`src/rtl/ds3_pm_pkg.sv`:
```
package ds3_pm_pkg;
  localparam int FM_CNT_W  = 12;
  localparam int PAR_CNT_W = 14;
  localparam int FM_INC_W  = 5;
  localparam int NUM_FLAG  = 3;  // parity, C-bit, far-end single-step counters
  localparam int IDX_P     = 0;
  localparam int IDX_CP    = 1;
  localparam int IDX_FE    = 2;

  function automatic logic two_of_three(input logic [2:0] v);
    return (v[0] & v[1]) | (v[0] & v[2]) | (v[1] & v[2]);
  endfunction
endpackage

```
`src/rtl/pm_event_decode.sv`:
```
module pm_event_decode #(
  parameter int FM_IW = ds3_pm_pkg::FM_INC_W,
  parameter int NFLAG = ds3_pm_pkg::NUM_FLAG
) (
  input  logic             frame_stb,
  input  logic [FM_IW-1:0] fm_errs,
  input  logic             p_bad,
  input  logic [2:0]       cp_err,
  input  logic [2:0]       febe_bits,
  input  logic             cbit_mode,
  output logic [FM_IW-1:0] fm_inc,
  output logic [NFLAG-1:0] flag_inc
);
  import ds3_pm_pkg::*;

  always_comb begin
    fm_inc   = frame_stb ? fm_errs : '0;
    flag_inc = '0;
    flag_inc[IDX_P]  = frame_stb & p_bad;
    flag_inc[IDX_CP] = frame_stb & cbit_mode & two_of_three(cp_err);
    flag_inc[IDX_FE] = frame_stb & cbit_mode & ~(&febe_bits);
  end
endmodule

```
`src/rtl/pm_counter.sv`:
```
module pm_counter #(
  parameter int W  = 14,
  parameter int IW = 1
) (
  input  logic          clk,
  input  logic          rst,
  input  logic          snap,
  input  logic          sat,
  input  logic [IW-1:0] inc,
  output logic [W-1:0]  run_q,
  output logic [W-1:0]  hold_q
);
  localparam int SW = W + 1;

  logic [W-1:0]  base;
  logic [SW-1:0] sum;
  logic [W-1:0]  next_run;

  always_comb begin
    base = snap ? '0 : run_q;
    sum  = {1'b0, base} + SW'(inc);
    if (sum[W] && sat) next_run = '1;
    else               next_run = sum[W-1:0];
  end

  always_ff @(posedge clk) begin
    if (rst) begin
      run_q  <= '0;
      hold_q <= '0;
    end else begin
      run_q <= next_run;
      if (snap) hold_q <= run_q;
    end
  end
endmodule

```
`src/rtl/ds3_pm_bank.sv`:
```
module ds3_pm_bank #(
  parameter int FM_W  = ds3_pm_pkg::FM_CNT_W,
  parameter int PAR_W = ds3_pm_pkg::PAR_CNT_W,
  parameter int FM_IW = ds3_pm_pkg::FM_INC_W
) (
  input  logic             clk,
  input  logic             rst,
  input  logic             frame_stb,
  input  logic [FM_IW-1:0] fm_errs,
  input  logic             p_bad,
  input  logic [2:0]       cp_err,
  input  logic [2:0]       febe_bits,
  input  logic             cbit_mode,
  input  logic             sat_mode,
  input  logic             pm_snap,
  output logic [FM_W-1:0]  fm_hold,
  output logic [PAR_W-1:0] p_hold,
  output logic [PAR_W-1:0] cp_hold,
  output logic [PAR_W-1:0] febe_hold
);
  import ds3_pm_pkg::*;
  localparam int NF = NUM_FLAG;

  logic [FM_IW-1:0] fm_inc;
  logic [NF-1:0]    flag_inc;
  logic [FM_W-1:0]  fm_run;
  logic [PAR_W-1:0] run_arr  [NF];
  logic [PAR_W-1:0] hold_arr [NF];
  logic [PAR_W-1:0] p_run, cp_run, fe_run;

  pm_event_decode #(.FM_IW(FM_IW), .NFLAG(NF)) u_dec (
    .frame_stb (frame_stb),
    .fm_errs   (fm_errs),
    .p_bad     (p_bad),
    .cp_err    (cp_err),
    .febe_bits (febe_bits),
    .cbit_mode (cbit_mode),
    .fm_inc    (fm_inc),
    .flag_inc  (flag_inc)
  );

  pm_counter #(.W(FM_W), .IW(FM_IW)) u_fm (
    .clk (clk), .rst (rst), .snap (pm_snap), .sat (sat_mode),
    .inc (fm_inc), .run_q (fm_run), .hold_q (fm_hold)
  );

  for (genvar g = 0; g < NF; g++) begin : g_flag
    pm_counter #(.W(PAR_W), .IW(1)) u_cnt (
      .clk (clk), .rst (rst), .snap (pm_snap), .sat (sat_mode),
      .inc (flag_inc[g]), .run_q (run_arr[g]), .hold_q (hold_arr[g])
    );
  end

  assign p_run     = run_arr[IDX_P];
  assign cp_run    = run_arr[IDX_CP];
  assign fe_run    = run_arr[IDX_FE];
  assign p_hold    = hold_arr[IDX_P];
  assign cp_hold   = hold_arr[IDX_CP];
  assign febe_hold = hold_arr[IDX_FE];
endmodule

```
`config.mk`:
```
export PLATFORM = sky130hd
export DESIGN_NAME = ds3_pm_bank
export DESIGN_NICKNAME = d
export VERILOG_FILES = /design/src/rtl/ds3_pm_pkg.sv /design/src/rtl/pm_event_decode.sv /design/src/rtl/pm_counter.sv /design/src/rtl/ds3_pm_bank.sv
export SDC_FILE = /design/constraint.sdc
export NUM_CORES = 1
export LEC_CHECK = 0
export BUFFER_PORTS_ARGS = -buffer_cell sky130_fd_sc_hd__buf_2
export CORE_MARGIN = 2
export CORE_UTILIZATION = 35
export CTS_BUF_LIST = sky130_fd_sc_hd__clkbuf_16
export DETAILED_ROUTE_END_ITERATION = 16
export SLEW_MARGIN = 25
export SYNTH_ARGS = -nofsm -noshare
export SYNTH_HDL_FRONTEND = slang
export SYNTH_SLANG_ARGS = --single-unit
```
`constraint.sdc`:
```
create_clock -name clk -period 3.3 [get_ports clk]
set_input_delay 0.33 -clock clk [delete_from_list [all_inputs] [get_ports clk]]
set_output_delay 0.33 -clock clk [all_outputs]
set_load 0.1 [all_outputs]
```
# Word-level counts from Yosys, hierarchy flattened
# Index checks and enable logic that the tools add are counted.
# word_totals
reg_bits	108
in_bits	18
output_inout_bits	54
wordCells	36
# op_classes
addsub	4
mux	9
bitwise_logic	10
n_reduce_logical	5
# ops
op	n
$mux 14	6
$add 14x1->15	3
$mux 12	2
$add 12x5->13	1
$and 1x1->1	7
$mux 5	1
$logic_and 1x1->1	4
$reduce_and 3->1	1
$or 1x1->1	2
$not 1->1	1

# Depth between registers and ports, before layout
# Gate-level depths: netlist of run 1.
# logic_depth
ltp_word	7
mapped_depth	13
ltp_nobuf	9

# By module
# A second synthesis of run 1 with hierarchy kept.
# unflattened
cells_unflattened	535
area_unflattened_um2	4917.2
# by_module_without_submodules
mod	n_inst	cells_each	area_per_inst_um2	seq_area_each_um2
pm_counter at g_flag[0].u_cnt ...	3	134	1229.9	560.5
pm_counter at u_fm	1	122	1149.9	480.5
pm_event_decode	1	11	77.6	0.0

# Worst setup path before layout of run 1
# No wires, ideal clock.
# synth_timing
path_type	input to register
from	in pm_snap
to	reg u_fm.run_q[9]
setup_time_ns	0.123
arrival_ns	2.875
t_required_ns	3.177
path_slack_ns	0.302
path_stages	13
path_buffers	5
cell_sequence	buf_6 -> clkbuf_1 -> clkbuf_1 -> clkbuf_1 -> nor2b_1 -> ha_1 -> fa_1 -> a21oi_1 -> nor3_1 -> o21ai_0 -> clkbuf_1 -> nor3b_1 -> nor3_1
# synth_via
elab_chain_len	4
# synth_lines
item	line_no	rtl
start: declaration	ds3_pm_bank.sv:15	input logic pm_snap,
$mux 12 *	pm_counter.sv:20	base = snap ? '0 : run_q;
$add 12x5->13 *	pm_counter.sv:21	sum = {1'b0, base} + SW'(inc);
$logic_and 1x1->1	pm_counter.sv:22	if (sum[W] && sat) next_run = '1;
$mux 12 *	pm_counter.sv:22	
end signal: assignment	pm_counter.sv:31	run_q <= next_run;
end: declaration	pm_counter.sv:10	output logic [W-1:0] run_q,
# Every way passes the cells marked *; elsewhere a longest branch is shown, timed or not.
# A chain may end at the register's enable or synchronous reset.

# Worst setup path in the final report of run 1
# layout_timing
from	in frame_stb
to	reg g_flag[1].u_cnt.run_q[8]
# layout_via
elab_chain_len	5
# layout_lines
item	line_no	rtl
start: declaration	ds3_pm_bank.sv:8	input logic frame_stb,
$and 1x1->1 * (2 in a row)	pm_event_decode.sv:20	flag_inc[IDX_CP] = frame_stb & cbit_mode & two_of_three(cp_err);
$add 14x1->15 *	pm_counter.sv:21	
$logic_and 1x1->1	pm_counter.sv:22	
$mux 14 *	pm_counter.sv:22	
end signal: assignment	pm_counter.sv:31	
end: declaration	pm_counter.sv:10	
# Marks and branches as above.

==> qor.yml, run 1 <==
fin_skew_ns: 0.00596
gp_congestion: 0.799
cts-buffers-inserted: 9
fill_cells: 1348
cts.sinks: 108
grt-ovfl-total: 0
diodes: 0
grt_use_total_pct: 14.9
setup_slack_ns: 0.652
layout-drive-gt1-share_pct: 16.9
grt_pass1_vias: 3604
worstSetupEndpointType: "flop"
post-place-ws_ns: 0.306
rows: 42
grt_pass1_wl_microns: 17400
placement.io_buffers: 71
hold-worst-slack_ns: 0.353
drc: 0
critPathKind: "input pin to flop"
cts_resized: 0
wl_per_cell_microns: 13.4
yosysWarnings: 0
final_cell_area_sq_um: 5560
postRouteAntennaNets: 0
cp_max_fo: 12
yosysUniqueCellTypes: 47
rsz0062_at_grt: "false"
cts_setup_buffers: 0
die_w_microns: 121
via_per_inst: 4.90
worstHoldPathType: "input pin to flop"
vdd_drop_max_mv: 0.227
cts_root_buf: "clkbuf_16"
ys.flop_type: "dfxtp_1"
clkLatencyLatePin_ns: 0.35
finalCriticalPeriod_ns: 2.65
synthArstFlopShare_pct: 0
grt_max_degree: 42
placed_area_sq_um: 5280
dieArea_sq_um: 14600
cap_viol_max_count: 0
routed_wl_microns: 10300
worst_setup_path_start_kind: "input pin"
fp.dieH_microns: 121
ys_seq_area_share_pct: 45.2
synth-edff-count: 0
outcome: "completed"
setup_tns_ns: 0
arrival_ns: 2.92
slew_headroom_pct: 51.9
tightest_slew_ns: 0.722
syn_inst: 523
avgSynthCellArea_sq_um: 9.15
setup_viol_count_final: 0
htree_levels: 3
dp_hpwl_microns: 7150
hold_violations: 0
ys_ff_latch: 108
coreArea_sq_um: 13300
start_util_pct: 36.0
hold_buffers: 0
syn_nets: 553
final_nets: 612
fin_crit_sh_pct: 80.2
grt_antenna_before_repair: 0
slew_viol_final: 0
dr.pass1.iters: 4
max_freq_mhz: 378
cts.path.max_buffers: 2
p_per_area_nw_per_um2: 452
syn-cell-area_sq_um: 4790
vias: 3735
worstPathRequired_ns: 3.57
p_leak_nw: 2.31
syn_to_final_growth_pct: 16.2
cts_tree: "done"
drtIter0Drc: 236
io_pins: 72
cts.reportedPaths.clkPinSlew_ns: 0.07
## per-layer routing
layer | vias up | global-route usage [%] | share of wire [%]
met1 | 1726 | 20.1 | 50
met4 | 0 | 4.94 | 0.83
li1 | 1921 | - | -
met2 | 81 | 22.3 | 44
met3 | 7 | 5.03 | 5.6
met5 | - | 0 | 0
## area by class of cell
cell class                      instances  area, sq um  share of cell area (%)
Multi-Input combinational cell        371         2430                    43.7
Sequential cell                       108         2160                    38.9
Timing Repair Buffer                   78          410                    7.38
Clock buffer                            9          225                    4.05
Tap cell                              176          220                    3.96
Clock inverter                          7         58.8                    1.06
Inverter                               14         52.6                   0.945
## final timing paths
kind	startpoint	to	slack (ns)	depth (start not counted)
setup / recovery	frame_stb	g_flag[1].u_cnt.run_q[8]	0.65	10
hold / removal	sat_mode	g_flag[2].u_cnt.run_q[10]	0.35	3
setup reg to reg	g_flag[1].u_cnt.run_q[0]	g_flag[1].u_cnt.run_q[8]	0.73	8
hold reg to reg	u_fm.run_q[1]	u_fm.hold_q[1]	0.49	2
## synth_stat cells (2+ instances only)
library cell	number	area share, %
dfxtp_1	108	45
nor2_1	76	6.0
mux2i_1	54	11
a21oi_1	42	4.4
xnor2_1	31	5.7
nand2_1	28	2.2
nor2b_1	20	2.6
clkbuf_1	17	1.3
inv_1	14	1.1
nand3_1	14	1.5
ha_1	11	2.9
nand4_1	10	1.3
nor3_1	10	1.0
buf_2	9	0.94
and2_1	8	1.0
o21ai_0	7	0.73
and3_1	5	0.65
a31oi_1	4	0.52
nand2b_1	4	0.52
nor3b_1	4	0.63
nor4_1	4	0.52
xor2_1	4	0.73
a211oi_1	3	0.47
a21boi_0	3	0.47
a21boi_1	3	0.47
nand4b_1	3	0.55
a311oi_1	2	0.37
and4b_1	2	0.42
buf_1	2	0.16
buf_6	2	0.47
nand3b_1	2	0.31
o22ai_1	2	0.26
## layout by cell type, fill, tap and decap left out, drive strengths merged, types with 2 or more instances in the layout
| master | n |
|---|---|
| nor3 | 10 |
| nand3 | 15 |
| nor4 | 5 |
| nand4b | 3 |
| o21ai | 7 |
| nor2 | 76 |
| and3 | 5 |
| ha | 11 |
| xnor2 | 31 |
| inv | 17 |
| nand2 | 28 |
| mux2i | 54 |
| dfxtp | 108 |
| or4 | 2 |
| and4b | 3 |
| nand3b | 2 |
| clkinvlp | 2 |
| nor3b | 4 |
| xor2 | 4 |
| a211oi | 3 |
| buf | 78 |
| clkinv | 2 |
| a311oi | 2 |
| nand4 | 10 |
| and2 | 8 |
| nor2b | 20 |
| a21boi | 6 |
| o22ai | 2 |
| clkbuf | 9 |
| a21oi | 42 |
| nand2b | 4 |
| a31oi | 4 |
## worst max-delay path, cell delays in order
cell and delay, ns:
buf_2 0.17, nand2_1 0.18, a21oi_1 0.18, ha_1 0.21
ha_1 0.21, and3_1 0.16, nand3_1 0.12, nor3_1 0.46
nand4_1 0.54, o22ai_1 0.33
## logic make-up after synthesis
logic type	after synthesis	share of synthesized area, %
adders and majority gates	12	3.29
muxes	54	11.3
and+or+nand+nor	196	20.7
xor gates and xnor gates	35	6.40
DFF	108	45.2
buffers and inverters	44	4.00
AOI/OAI and AO/OA	74	9.12
## state kept, by name, indices dropped and copies added (netlist names)
signal,count
g_flag.u_cnt.hold_q,42
g_flag.u_cnt.run_q,42
u_fm.hold_q,12
u_fm.run_q,12
## power by group
| group | total [mW] | internal, mW | switching, mW | leakage, nW |
|---|---|---|---|---|
| logic | 0.154 | 0.0494 | 0.104 | 1.30 |
| clock network | 1.04 | 0.523 | 0.518 | 0.133 |
| registers | 1.32 | 1.31 | 0.00511 | 0.871 |
## per-stage QoR
step / power (mW) / util (%) / instances
6_report: 2.51 / 41.8 / 763
3_5_place_dp: 1.50 / 39.7 / 747
5_1_grt: 2.62 / 41.8 / 763
2_1_floorplan: 1.47 / - / 523
4_1_cts: 2.56 / 41.8 / 763
3_3_place_gp: 1.50 / 39.7 / 747
Note: power is estimated with default switching activity, not from simulation.
==> run 2, diff against run 1 <==
- clock period: 3.3 -> 2.3 ns (I/O delays scaled with it)
==> qor.yml, run 2 (synthesized netlist as in run 1, its figures left out) <==
vias: 3823  # +2.4%
coreArea_sq_um: 13300  # unchanged
dieArea_sq_um: 14600  # unchanged
wl_per_cell_microns: 13.7  # +2.0%
placed_area_sq_um: 5410  # +2.4%
cts_setup_buffers: 0  # unchanged
drtIter0Drc: 163  # -31%
grt_max_degree: 47  # +12%
cts.sinks: 108  # unchanged
final_cell_area_sq_um: 5740  # +3.2%
drc: 0  # unchanged
tightest_slew_ns: 0.479  # -0.243 ns
worstSetupEndpointType: "flop"
fin_total_pwr_mw: 3.83  # +52%
post-place-ws_ns: 0.0767  # -0.229 ns
grt_util_met1_pct: 19.9  # -0.16 points
grt_antenna_before_repair: 0  # unchanged
reg_top3: "g_flag.u_cnt.hold_q (42), g_flag.u_cnt.run_q (42)"
routed_wl_microns: 10600  # +3.3%
syn_to_final_growth_pct: 19.9
p_leak_nw: 2.38  # +3.1%
grt_use_met3_pct: 4.23  # -0.80 points
dr.pass1.iters: 4  # unchanged
hold_violations: 0  # unchanged
cts_root_buf: "clkbuf_16"
max_freq_mhz: 501
die_w_microns: 121  # unchanged
io_pins: 72  # unchanged
layout-drive-gt1-share_pct: 19.8  # +2.9 points
finalCriticalPeriod_ns: 2.00
vdd_drop_max_mv: 0.492  # +120%
slew_headroom_pct: 67.8  # +16 points
cp_max_fo: 5  # -7
final_common_cell: "dfxtp_1"
hold_buffers: 0  # unchanged
fill_cells: 1299  # -3.6%
cts_tree: "done"
p_per_area_nw_per_um2: 667  # +48%
outcome: "completed"
htree_levels: 3  # unchanged
final_nets: 622  # +1.6%
setup_tns_ns: 0  # unchanged
fin_util_pct: 43.2  # +1.3 points
cap_viol_max_count: 0  # unchanged
rsz0062_at_grt: "false"
multi_input_area_sq_um: 2470  # +1.7%
setup_viol_count_final: 0  # unchanged
postRouteAntennaNets: 0  # unchanged
fin_skew_ns: 0.00552  # -0.000438 ns
grt_util_met2_pct: 23.9  # +1.6 points
cts_resized: 0  # unchanged
seqCellArea_sq_um: 2160  # unchanged
grt_pass1_vias: 3655  # +1.4%
grt-ovfl-total: 0  # unchanged
dp_hpwl_microns: 7690  # +7.4%
cts.reportedPaths.clkPinSlew_ns: 0.07  # about the same
grt_pass1_wl_microns: 17600  # +0.91%
start_util_pct: 36.0  # unchanged
arrival_ns: 2.27  # -0.65 ns
worstPathRequired_ns: 2.58  # -0.99 ns
placement.io_buffers: 71  # unchanged
grt-busiest-layer: "met2"
cts-buffers-inserted: 9  # unchanged
diodes: 0  # unchanged
grt_use_total_pct: 15.0  # +0.11 points
worstHoldPathType: "input pin to flop"
setup_slack_ns: 0.304  # -0.348 ns
clkLatencyLatePin_ns: 0.35  # about the same
slew_viol_final: 0  # unchanged
rows: 42  # unchanged
gp_congestion: 0.821  # +2.8%
fin_crit_sh_pct: 86.8
fp.dieH_microns: 121  # unchanged
final_cell_mix: "dfxtp_1 (108), nor2_1 (76), buf_2 (70), mux2i_1 (54), a21oi_1 (41)"
cts.path.max_buffers: 2  # unchanged
via_per_inst: 4.95  # +1.0%
worst_setup_path_start_kind: "flop"
critPathKind: "flop to flop"
## run 2: worst paths after layout
check | startpoint | slack, ns | cells after the start | endpoint
setup / recovery | u_fm.run_q[2] | 0.30 | 7 | u_fm.run_q[11]
hold / removal | sat_mode | 0.25 | 3 | g_flag[1].u_cnt.run_q[12]
setup reg to reg | u_fm.run_q[2] | 0.30 | 7 | u_fm.run_q[11]
hold reg to reg | g_flag[0].u_cnt.hold_q[3] | 0.49 | 2 | g_flag[0].u_cnt.hold_q[3]
## run 2: metrics by stage
stage | hold slack, ns | std cells
3_3_place_gp | 0.469 | 757
2_1_floorplan | 0.456 | 523
3_5_place_dp | 0.478 | 757
6_report | 0.255 | 773
4_1_cts | 0.249 | 773
5_1_grt | 0.245 | 773
## run 2: power breakdown
group          total [mW]  leakage, nW  switching (mW)  internal [mW]
combinational       0.231         1.34           0.153         0.0780
sequential           1.89        0.871         0.00864           1.88
clock                1.71        0.164           0.730          0.975
total                3.83         2.38           0.892           2.94
## run 2: cell type report
type                       count  share of cell area (%)
multi-input combinational    371                    43.1
sequential                   108                    37.7
timing repair buffer          88                    8.67
clock buffer                   9                    3.92
tap                          176                    3.84
clock inverter                 7                    1.90
inverter                      14                   0.915
## run 2: metal layers
layer / part of all wire, % / wire length, microns
met1: 48 / 5130
met3: 5.3 / 560
met5: 0 / 0
met4: 1.1 / 113
met2: 45 / 4780
## run 2: worst max-delay path: stages (launching register included)
cell and delay [ns]:
dfxtp_1 0.31, nor2b_1 0.12, ha_1 0.36, o21ai_0 0.12, o21ai_0 0.16, nand4bb_1 0.31
o32a_1 0.38, nor3_1 0.16
